**config.mk**
```make
export PLATFORM = sky130hd
export DESIGN_NAME = cfg_cmd_parser
export DESIGN_NICKNAME = d
export VERILOG_FILES = /design/src/rtl/cfg_cmd_parser.sv
export SDC_FILE = /design/constraint.sdc
export NUM_CORES = 1
export LEC_CHECK = 0
export BUFFER_PORTS_ARGS = -buffer_cell sky130_fd_sc_hd__buf_4
export CAP_MARGIN = 20
export CORE_MARGIN = 2
export CORE_UTILIZATION = 52
export CTS_CLUSTER_DIAMETER = 120
export CTS_CLUSTER_SIZE = 8
export DETAILED_ROUTE_END_ITERATION = 7
export GPL_TIMING_DRIVEN = 0
export HOLD_SLACK_MARGIN = 0.15
export PLACE_DENSITY = 0.81
export SLEW_MARGIN = 0
export SYNTH_ARGS = -nofsm -noshare
export SYNTH_HDL_FRONTEND = slang
export SYNTH_SLANG_ARGS = --single-unit
export TNS_END_PERCENT = 5
```
**constraint.sdc**
```tcl
create_clock -name clk -period 3.4 [get_ports clk]
set_input_delay 1.02 -clock clk [delete_from_list [all_inputs] [get_ports clk]]
set_output_delay 1.02 -clock clk [all_outputs]
set_load 0.02 [all_outputs]
```
**src/rtl/cfg_cmd_parser.sv**
```systemverilog
module cfg_cmd_parser #(
  parameter logic [31:0] SYNC_WORD = 32'hFFFF_BDB3
) (
  input  logic        clk,
  input  logic        rst_n,
  input  logic        in_valid,
  input  logic [7:0]  in_data,
  output logic        in_ready,
  input  logic [31:0] dev_id,
  output logic        synced,
  output logic        cmd_strobe,
  output logic [7:0]  cmd_op,
  output logic [31:0] cmd_word,
  output logic [63:0] dict_bytes,
  output logic        frame_go,
  output logic        done,
  output logic        crc_err,
  output logic        id_mismatch,
  output logic        unknown_err
);

  typedef enum logic [2:0] {S_HUNT, S_OP, S_INFO, S_PAY, S_CHK, S_HALT} st_t;

  st_t         st;
  logic [31:0] hunt_sr;
  logic [7:0]  op_q;
  logic        chk_q;
  logic [3:0]  cnt;
  logic [15:0] crc_q;
  logic [7:0]  chk_hi;
  logic [31:0] word_q;
  logic [63:0] dict_q;

  function automatic logic [3:0] pay_len(input logic [7:0] op);
    case (op)
      8'hE2, 8'h22, 8'hB4, 8'hC2: pay_len = 4'd4;
      8'h02:                      pay_len = 4'd8;
      default:                    pay_len = 4'd0;
    endcase
  endfunction

  function automatic logic is_cmd(input logic [7:0] op);
    case (op)
      8'h3B, 8'h46, 8'hCE, 8'h5E, 8'hE2, 8'h22, 8'hB4, 8'hC2, 8'h02: is_cmd = 1'b1;
      default: is_cmd = 1'b0;
    endcase
  endfunction

  function automatic logic [15:0] crc_step(input logic [15:0] c, input logic [7:0] d);
    logic [15:0] r;
    r = c;
    for (int i = 7; i >= 0; i--) begin
      if (r[15] ^ d[i]) r = {r[14:0], 1'b0} ^ 16'h8005;
      else              r = {r[14:0], 1'b0};
    end
    return r;
  endfunction

  logic        acc;
  logic [15:0] crc_in;
  logic [3:0]  plen;
  logic [31:0] word_nx;
  logic        cmd_end;

  assign in_ready = (st != S_HALT);
  assign acc      = in_valid & in_ready;
  assign crc_in   = crc_step(crc_q, in_data);
  assign plen     = pay_len(op_q);
  assign word_nx  = (st == S_PAY) ? {word_q[23:0], in_data} : word_q;

  always_comb begin
    cmd_end = 1'b0;
    if (acc) begin
      case (st)
        S_INFO:  cmd_end = (cnt == 4'd2) && (plen == 4'd0) && !chk_q;
        S_PAY:   cmd_end = (cnt == plen - 4'd1) && !chk_q;
        S_CHK:   cmd_end = (cnt == 4'd1);
        default: cmd_end = 1'b0;
      endcase
    end
  end

  assign cmd_op     = op_q;
  assign cmd_word   = word_q;
  assign dict_bytes = dict_q;

  always_ff @(posedge clk) begin
    if (!rst_n) begin
      st          <= S_HUNT;
      hunt_sr     <= '0;
      op_q        <= '0;
      chk_q       <= 1'b0;
      cnt         <= '0;
      crc_q       <= '0;
      chk_hi      <= '0;
      word_q      <= '0;
      dict_q      <= '0;
      synced      <= 1'b0;
      cmd_strobe  <= 1'b0;
      frame_go    <= 1'b0;
      done        <= 1'b0;
      crc_err     <= 1'b0;
      id_mismatch <= 1'b0;
      unknown_err <= 1'b0;
    end else begin
      cmd_strobe <= 1'b0;
      frame_go   <= 1'b0;
      if (acc) begin
        case (st)
          S_HUNT: begin
            hunt_sr <= {hunt_sr[23:0], in_data};
            if ({hunt_sr[23:0], in_data} == SYNC_WORD) begin
              st     <= S_OP;
              synced <= 1'b1;
            end
          end
          S_OP: begin
            if (in_data != 8'hFF) begin
              op_q <= in_data;
              cnt  <= '0;
              if (is_cmd(in_data)) begin
                crc_q <= crc_in;
                st    <= S_INFO;
              end else if (in_data == 8'h82 || in_data == 8'hB8) begin
                frame_go <= 1'b1;
                st       <= S_HALT;
              end else begin
                unknown_err <= 1'b1;
                st          <= S_HALT;
              end
            end
          end
          S_INFO: begin
            crc_q <= crc_in;
            cnt   <= cnt + 4'd1;
            if (cnt == 4'd0) chk_q <= in_data[7];
            if (cnt == 4'd2) begin
              cnt <= '0;
              if (plen != 4'd0) st <= S_PAY;
              else if (chk_q)   st <= S_CHK;
              else              st <= S_OP;
            end
          end
          S_PAY: begin
            crc_q <= crc_in;
            cnt   <= cnt + 4'd1;
            if (plen == 4'd8) dict_q <= {dict_q[55:0], in_data};
            else              word_q <= word_nx;
            if (cnt == plen - 4'd1) begin
              cnt <= '0;
              st  <= chk_q ? S_CHK : S_OP;
            end
          end
          S_CHK: begin
            cnt <= cnt + 4'd1;
            if (cnt == 4'd0) chk_hi <= in_data;
            else begin
              cnt   <= '0;
              crc_q <= '0;
              if ({chk_hi, in_data} != crc_q) crc_err <= 1'b1;
              st <= S_OP;
            end
          end
          default: ;
        endcase
      end
      if (cmd_end) begin
        cmd_strobe <= 1'b1;
        if (op_q == 8'h3B) crc_q <= '0;
        if (op_q == 8'hE2 && word_nx != dev_id) id_mismatch <= 1'b1;
        if (op_q == 8'h5E) begin
          done <= 1'b1;
          st   <= S_HALT;
        end
      end
    end
  end

endmodule


```
# Yosys cells after proc, flatten, opt, wreduce, memory -nomap -nowiden
# Cells that the tools add are included.
# word_totals
reg_bits,167
inputBits,43
output_inout_bits,112
word_cells,145
# op_classes
addsub,2
eq_ne,32
n_mux,43
n_bitwise,25
reduce_logical,27
# op_table
operator,n
16-bit 2-to-1 mux,14
"8-bit == test, second input constant",9
16-bit case mux with 3 select lines,1
3-bit 2-to-1 mux,11
"32-bit == test, second input constant",1
"8-bit by 6-bit == test with 1-bit output, second input constant",4
32-bit 2-to-1 mux,1
32-bit inequality test,1
"8-bit by 7-bit == test with 1-bit output, second input constant",3
3-bit NOT,8
3-bit AND reduction,7
"8-bit by 2-bit == test with 1-bit output, second input constant",2
4-bit 2-to-1 mux,4
16-bit inequality test,1
4-bit case mux with 4 select lines,1
3-bit case mux with 5 select lines,1
9-bit OR reduction,1
4-bit zero test,2
1-bit 2-to-1 mux,8
"8-bit inequality test, second input constant",1
1-bit NOT,8
4-bit case mux with 2 select lines,1
4-bit nonzero test,2
1-bit XOR,8
23 further kinds,29

# Depth between registers and ports, before layout
# Gate-level depths: netlist of run 1.
# depth
ltp_word,22
ltp_mapped,11
mapped_depth_nobuf,10

# Worst setup path after synthesis of run 1
# Ideal clock, no wire load.
# synth_timing
path_kind,register -> register
startpoint,register op_q[1] (netlist: cmd_op[1])
endpoint,register crc_q[10]
setup_time_ps,117
arrival_ps,2776
required_time_ps,3283
slack_ps,507
path_stages_with_launch,12
path_buffers,1
synth_period_minus_slack_ps,2893
path_cell_list,dfxtp_1 -> or4b_1 -> a21oi_2 -> nor2_1 -> ha_1 -> xor2_1 -> nand2_1 -> nor4_2 -> o221ai_2 -> o41ai_4 -> buf_6 -> nor2_1
# synth_between
elab_chain_cells,9
elab_cells_between_ends,18
classes_between,add/sub: 1; eq/ne: 7; mux: 5; reduce/logical: 5
# synth_lines
element,line_no,rtl
start: declaration,26,logic [7:0] op_q;
start signal: assignment,119,op_q <= in_data;
8-bit == test / 8-bit by 6-bit == test with 1-bit output (equally long branches),35,case (op)
4-bit OR reduction,35,
4-bit case mux with 2 select lines,35,
4-bit by 1-bit subtractor with 4-bit output / 4-bit zero test (equally long branches),"76, 75",
4-bit == test / 1-bit logical AND (equally long branches),"76, 75",
"1-bit logical AND, on equally long branches","76, 75",
1-bit case mux with 3 select lines,74,case (st)
1-bit 2-to-1 mux,73,if (acc) begin
16-bit 2-to-1 mux *,167,if (cmd_end) begin
end signal: assignment,122,crc_q <= crc_in;
end signal: assignment,134,crc_q <= crc_in;
end signal: assignment,145,crc_q <= crc_in;
end: declaration,29,logic [15:0] crc_q;
# Every way passes the cells marked *; elsewhere a longest branch is shown, timed or not.
# A chain may end at the register's enable or synchronous reset.

# Worst setup path in the final report of run 1
# layout_timing
startpoint,input in_data[2]
endpoint,register crc_q[1]
# layout_between
elab_chain_cells,13
elab_cells_between_ends,27
classes_between,eq/ne: 10; mux: 14; bitwise: 2; reduce/logical: 1
# layout_lines
element,line_no,rtl
start: declaration,7,"input logic [7:0] in_data,"
"8-bit by 6-bit == test with 1-bit output, or another cell as far along",43,case (op)
9-bit OR reduction,43,
1-bit 2-to-1 mux,43,
1-bit 2-to-1 mux,118,if (in_data != 8'hFF) begin
1-bit 2-to-1 mux,109,case (st)
1-bit 2-to-1 mux,108,if (acc) begin
1-bit 2-to-1 mux,88,if (!rst_n) begin
16-bit 2-to-1 mux,121,if (is_cmd(in_data)) begin
16-bit 2-to-1 mux,118,
16-bit case mux with 3 select lines *,109,
16-bit 2-to-1 mux *,108,
16-bit 2-to-1 mux,169,if (op_q == 8'h3B) crc_q <= '0;
16-bit 2-to-1 mux *,167,
# Every way passes the cells marked *; elsewhere a longest branch is shown, timed or not. The select of a mux whose other input is x is not followed.

==> metrics.md, run 1 <==
| Metric | Value |
|---|---|
| Clk root buf | `clkbuf_16` |
| Power per cell area | `about 440 nW/um^2` |
| Vias in the first global route | `6907` |
| Final non-filler cell total | `approximately 1300` |
| Yosys cell types | `around 60` |
| Crit. End Element | `register` |
| Outcome | `complete, no violations` |
| FFs w/ async S/R, synth | `0%` |
| CTS H-tree depth | `4` |
| Crit path DAT | `3.59 ns` |
| Placed Instances | `around 1300` |
| Max Clk Rate | `roughly 310 MHz` |
| Area leader, netlist | `dfxtp_1` |
| Sequential cell area | `3340 sq um` |
| Vias per cell | `5.60` |
| Maximum VDD drop | `roughly 340 uV` |
| Tmin final | `around 3.2 ns` |
| Die area | `about 16000 sq um` |
| DP HPWL | `~15000 um` |
| CP Launch Type | `input port` |
| Post-Synthesis Cells | `960` |
| Slew HR | `49.9%` |
| Num ports | `between 150 and 200` |
| Post-synth top flop | `dfxtp_1` |
| Final Instance Area | `roughly 9700 sq um` |
| Hold WC Path Type | `reg -> reg` |
| Crit Path Class | `in -> reg` |
| Core area | `between 10000 and 15000 sq um` |
| Placer Congestion | `slightly above 0.9` |
| Setup slack at placement | `-0.288 ns` |
| Antenna violations before repair | `0` |
| CTS Sinks | `between 150 and 200` |
| Antenna viol nets, final | `0` |
| Worst min-delay path startpoint | `hunt_sr[20]$_SDFFE_PN0P_` |
| Mapped Area | `~7700 sq um` |
| Top cell type's share of synthesized area | `between 40% and 50%` |
| Fin util | `approximately two thirds` |
| Seq/Total Area, Yosys | `between 40% and 50%` |
| Fin nets | `between 1000 and 1500` |
| Setup violations, final | `0` |
| EDFF count, synth | `0` |
| # rows | `44` |
| Drc violations | `0` |
| CTS clk-pin slew, worst paths | `about 0.07 ns` |
| Worst endpoint required time | `approximately 3.8 ns` |
| Die X | `126 um` |
| Most frequent cell after synthesis | `nand2_1` |
| CTS buffer count | `17` |
| Die Height | `between 100 and 150 um` |
| First-pass GRT wire length | `approximately 35000 um` |
| Fill cells | `1215` |
| GRT Total Usage | `27.4%` |
| # diodes | `0` |
| Worst-Skew Late Latency | `0.44 ns` |
| Combined area of the multi-input logic cells | `roughly 4000 sq um` |
| Worst-case clock buffer depth | `2` |
| Vias | `approximately 7400` |
| Final hold vios | `0` |
| Initial DRC count | `between 600 and 700` |
| Final WS setup | `0.181 ns` |
| CP Max Fanout | `10` |
| Detailed Routing Iterations Pass 1 | `5` |
| Critical path launch point | `in_data[2]` |
| RSZ-0062 raised after global routing | `no` |
| Total Power Consumption | `about 4.3 mW` |
| Ys Warns | `0` |
| PortBufs | `150` |
| Grt ovf | `0` |
| Largest net degree at the start of global routing | `19` |
| Layout cell share with drive strength beyond 1 | `a little under a fifth` |
| Routed WL | `between 20000 and 25000 um` |
| Ranking of synthesized cells by area | `dfxtp_1 (43%), nand2_1 (13%), a21oi_1 (8.6%)` |
| Final Slew Violations | `0` |
| Period utilization | `a little over nine tenths` |
| Avg WL per Cell | `around 17 um` |
| Post-Syn Area per Cell | `approximately 8.0 sq um` |
| FF-to-FF Start | `cmd_op[7]$_SDFFE_PN0P_` |
| Setup TNS | `0 ns` |
| Starting density of the core | `between 50% and 60%` |
| Most frequent cells after synthesis | `nand2_1 (261), dfxtp_1 (167), a21oi_1 (132), nor2_1 (58), xnor2_1 (54)` |
| Layout area overhead | `26.0%` |
| FF+latch count, synth | `approximately 170` |
| Max-cap viol count | `0` |
| Skew final | `between 0.007 and 0.008 ns` |
| Syn nets | `1009` |
| Post-place instance area | `around 9000 sq um` |
| Leakage | `3.87 nW` |
| Measured slew at the worst slew-check pin | `between 0.7 and 0.8 ns` |
| Hold slack | `roughly 0.46 ns` |
| CTS tree | `done` |
-- kinds of logic after synthesis --
kind of cell             synth area share [%]
AO/OA/AOI/OAI                            15.0
XOR/XNOR                                 8.78
adder cells (fa/ha/maj)                 0.974
buffers and inverters                    4.24
flip-flops                               43.4
multiplexers                             4.81
AND/OR/NAND/NOR                          22.8
-- cell type report --
class                      instances  area share (%)
multi-input combinational        712            41.6
sequential                       167            34.4
timing repair buffer             152            11.8
clock buffer                      17            4.38
buffer                            65            2.75
tap                              184            2.37
clock inverter                    15            2.05
inverter                          16           0.619
-- path summary, 6_finish.rpt --
check	endpoint	slack, ns	depth (start not counted)
max	crc_q[1]$_SDFF_PN0_	0.18	9
min	hunt_sr[20]$_SDFFE_PN0P_	0.46	2
max reg2reg	st[0]$_SDFF_PN0_	0.27	10
min reg2reg	hunt_sr[20]$_SDFFE_PN0P_	0.46	2
-- power by group --
part	switching, mW	internal (mW)
clock	0.919	1.13
combinational	0.147	0.100
sequential	0.00661	1.96
total	1.07	3.20
-- critical path: stages --
cell and delay, ns:
clkbuf_1 0.28, clkbuf_1 0.62, nand3_1 0.14, o31a_1 0.36, a21oi_1 0.32, o221a_2 0.38, buf_2 0.26, a22oi_1 0.09
nor2_1 0.11
-- per-layer routing --
layer / share of wire, % / GRT usage [%] / vias to the layer above / wire length (um)
li1: - / - / 3595 / -
met2: 47 / 44.4 / 263 / 10500
met5: 0 / 0 / - / 0
met1: 44 / 36.4 / 3531 / 9680
met3: 6.2 / 5.90 / 47 / 1360
met4: 2.4 / 9.70 / 0 / 534
-- cell usage in the layout (no fill, tap or decap), types with 3 or more instances in the layout --
cell       Yosys  final
a21oi_1      132    132
a221oi_1       3      3
a22oi_1       15     15
and3_1         6      6
buf_1          6      6
buf_2         12     12
buf_4          0    152
clkbuf_1      46     46
clkbuf_16      0     17
dfxtp_1      167    167
ha_1           6      6
inv_1         16     16
inv_6          0      3
inv_8          0      7
mux2i_1       37     37
nand2_1      261    261
nand2b_1       4      4
nand3_1       12     12
nand4_1       13     13
nand4b_1       5      5
nor2_1        58     58
nor3_1         8      8
nor4_1         8      8
nor4bb_1       3      3
o21a_1         5      5
o21ai_0        9      9
o22ai_1        3      3
o311a_1        3      3
o31a_1         4      4
xnor2_1       54     54
xor2_1        18     18
-- registers in the layout (all words and copies together), names as in the netlist --
signal	count
cmd_strobe	1
crc_err	1
chk_q	1
done	1
cmd_op	8
chk_hi	8
st	3
dict_bytes	64
id_mismatch	1
synced	1
hunt_sr	24
cnt	4
frame_go	1
unknown_err	1
cmd_word	32
crc_q	16
-- what timing repair did --
action	in CTS	in global routing
buffers inserted	0	2
setup endpoints to repair	0	10
resized for setup	0	1
hold buffers	0	0
Power figures use the tool's default switching activity.
==> run 2: changes to the inputs <==
--- a/config.mk
+++ b/config.mk
@@ -7,6 +7,7 @@
 export LEC_CHECK = 0
 export BUFFER_PORTS_ARGS = -buffer_cell sky130_fd_sc_hd__buf_4
 export CAP_MARGIN = 20
+export CORE_ASPECT_RATIO = 1.75
 export CORE_MARGIN = 2
 export CORE_UTILIZATION = 52
 export CTS_CLUSTER_DIAMETER = 120
==> metrics.md, run 2 (same netlist as run 1, synthesis figures left out) <==
| Metric | Value |
|---|---|
| Outcome | `complete, no violations` |
| Period utilization | `around 96%` |
| Final Slew Violations | `0` |
| Initial DRC count | `503` |
| Placer Congestion | `0.941` |
| Top cell by count, worst path | `nor2_1` |
| Final hold vios | `0` |
| R2R Setup Slk | `approximately 0.14 ns` |
| Starting density of the core | `between 50 and 60%` |
| Core area | `around 14000 sq um` |
| CTS buffer count | `17` |
| Worst R2R End | `crc_q[5]$_SDFF_PN0_` |
| CP Max Fanout | `10` |
| # diodes | `0` |
| Antenna viol nets, final | `0` |
| Critical path launch point | `cmd_op[7]$_SDFFE_PN0P_` |
| Power per cell area | `approximately 430 nW/um^2` |
| DP HPWL | `16700 um` |
| Largest net degree at the start of global routing | `20` |
| Die area | `between 15000 and 20000 sq um` |
| Total Power Consumption | `roughly 4.1 mW` |
| Fill cells | `about 1200` |
| Crit-path cells | `or4b_1 > a21oi_2 > nor2_1 > ha_1 > xor2_1 > nand2_1 > nor4_4 > o221ai_2 > o41ai_4 > buf_6 > nor2_1` |
| Drc violations | `0` |
| Vias | `between 7000 and 8000` |
| Skew final | `around 0.015 ns` |
| # rows | `58` |
| Detailed Routing Iterations Pass 1 | `7` |
| CP max stage cell | `or4b_1` |
| Fin nets | `1178` |
| CTS H-tree depth | `4` |
| Worst-case clock buffer depth | `2` |
| Critical Path Max Stage Delay | `0.56 ns` |
| Leakage | `around 3.8 nW` |
| Setup TNS | `0 ns` |
| Vias in the first global route | `7260` |
| Num ports | `approximately 160` |
| Antenna violations before repair | `0` |
| First-pass GRT wire length | `about 36000 um` |
| Crit path depth | `11` |
| Max-cap viol count | `0` |
| Crit. End Element | `register` |
| CP Launch Type | `register` |
| FF-to-FF Start | `cmd_op[7]$_SDFFE_PN0P_` |
| Layout cell share with drive strength beyond 1 | `between 15 and 20%` |
| CTS Sinks | `about 170` |
| Grt ovf | `0` |
| PortBufs | `150` |
| Crit path DAT | `roughly 3.6 ns` |
| Die Height | `around 170 um` |
| R2R depth | `11` |
| Largest register FFs | `64` |
| Worst endpoint required time | `between 3 and 4 ns` |
| Most frequent cells in the layout | `nand2_1 (261), dfxtp_1 (166), buf_4 (150), a21oi_1 (132), nor2_1 (58)` |
| Clk root buf | `clkbuf_16` |
| Setup violations, final | `0` |
| CTS clk-pin slew, worst paths | `approximately 0.08 ns` |
| Max Clk Rate | `307 MHz` |
| RSZ-0062 raised after global routing | `no` |
| Routed WL | `~23000 um` |
| Slew HR | `a little under half` |
| Setup crit end | `crc_q[5]$_SDFF_PN0_` |
| Tmin final | `roughly 3.3 ns` |
| Vias per cell | `just under 6` |
| Commonest non-fill, non-tap cell in the layout | `nand2_1` |
| Maximum VDD drop | `371 uV` |
| Top cell family by delay on the critical path | `simple AND/OR/NAND/NOR gates` |
| Setup slack at placement | `-0.301 ns` |
| Avg WL per Cell | `between 15 and 20 um` |
| Die X | `96.0 um` |
| Worst-Skew Late Latency | `between 0.4 and 0.5 ns` |
| Final WS setup | `~0.14 ns` |
| WP buf/inv | `1` |
| GRT Total Usage | `between 20 and 30%` |
| CTS tree | `done` |
| Layout area overhead | `25.5%` |
| Measured slew at the worst slew-check pin | `0.816 ns` |
| Crit Path Class | `reg -> reg` |
| Hold WC Path Type | `reg -> reg` |
[run 2: changes by cell type in the layout (fill, tap and decap cells not counted), moves of 2 or more]
cell,change
buf_4,-2
clkinv_8,+3
inv_8,-2
bufinv_16,-2
[run 2: how the worst min path moves through the flow]
stage | to | from | cells after the start | slack (ns)
2_1_floorplan | hunt_sr[19]$_SDFFE_PN0P_ | hunt_sr[19]$_SDFFE_PN0P_ | 2 | 0.44
3_3_place_gp | hunt_sr[18]$_SDFFE_PN0P_ | hunt_sr[18]$_SDFFE_PN0P_ | 2 | 0.44
3_5_place_dp | hunt_sr[22]$_SDFFE_PN0P_ | hunt_sr[22]$_SDFFE_PN0P_ | 2 | 0.45
4_1_cts | hunt_sr[22]$_SDFFE_PN0P_ | hunt_sr[22]$_SDFFE_PN0P_ | 2 | 0.46
5_1_grt | hunt_sr[22]$_SDFFE_PN0P_ | hunt_sr[22]$_SDFFE_PN0P_ | 2 | 0.48
6_report | dict_bytes[63]$_SDFFE_PN0P_ | dict_bytes[63]$_SDFFE_PN0P_ | 2 | 0.46
[run 2: worst register-to-register path: stages, from the launching register on]
cell      delay (ns)
dfxtp_1         0.38
or4b_1          0.56
a21oi_2         0.21
nor2_1          0.09
ha_1            0.29
xor2_1          0.14
nand2_1         0.12
nor4_4          0.28
o221ai_2        0.24
o41ai_4         0.55
buf_6           0.23
nor2_1          0.06
[run 2: power by group]
part | internal, mW | switching [mW] | leakage, nW
clock network | 0.995 | 0.925 | 0.290
registers | 1.96 | 0.00775 | 1.35
logic | 0.0988 | 0.148 | 2.20
total | 3.06 | 1.08 | 3.84
[run 2: per-layer routing]
metal	track usage (%)	vias up	part of all wire (%)	wire, um
li1	-	3608	-	-
met1	29.3	3589	34	7980
met2	55.0	374	55	12700
met3	5.43	73	7.2	1660
met4	14.0	0	3.6	837
met5	0	-	0	0
[run 2: cell type report]
type	count	area (sq um)	area share (%)
flip-flops and latches	167	3340	34.6
repair buffers	150	1130	11.6
well taps	180	225	2.33
clock inverters	15	173	1.79
clock buffers	17	425	4.40
inverters	16	60.1	0.621
multi-input cells	712	4050	41.9
plain buffers	65	268	2.77
[run 2: timing repair]
| action | in CTS | in global routing |
|---|---|---|
| gates resized for setup | 0 | 5 |
| hold buffers | 0 | 0 |
| buffers inserted | 0 | 0 |
| endpoints found under the setup margin | 0 | 13 |
[run 2: stage by stage]
stage	hold slack (ns)	util [%]	std cells	instance area, sq um
floorplan	0.436	-	960	7710
detailed placement	0.449	62.7	1290	9060
global placement	0.441	62.7	1290	9060
CTS	0.458	66.9	1322	9660
finish	0.456	67.0	1322	9670
global route	0.478	67.0	1322	9670
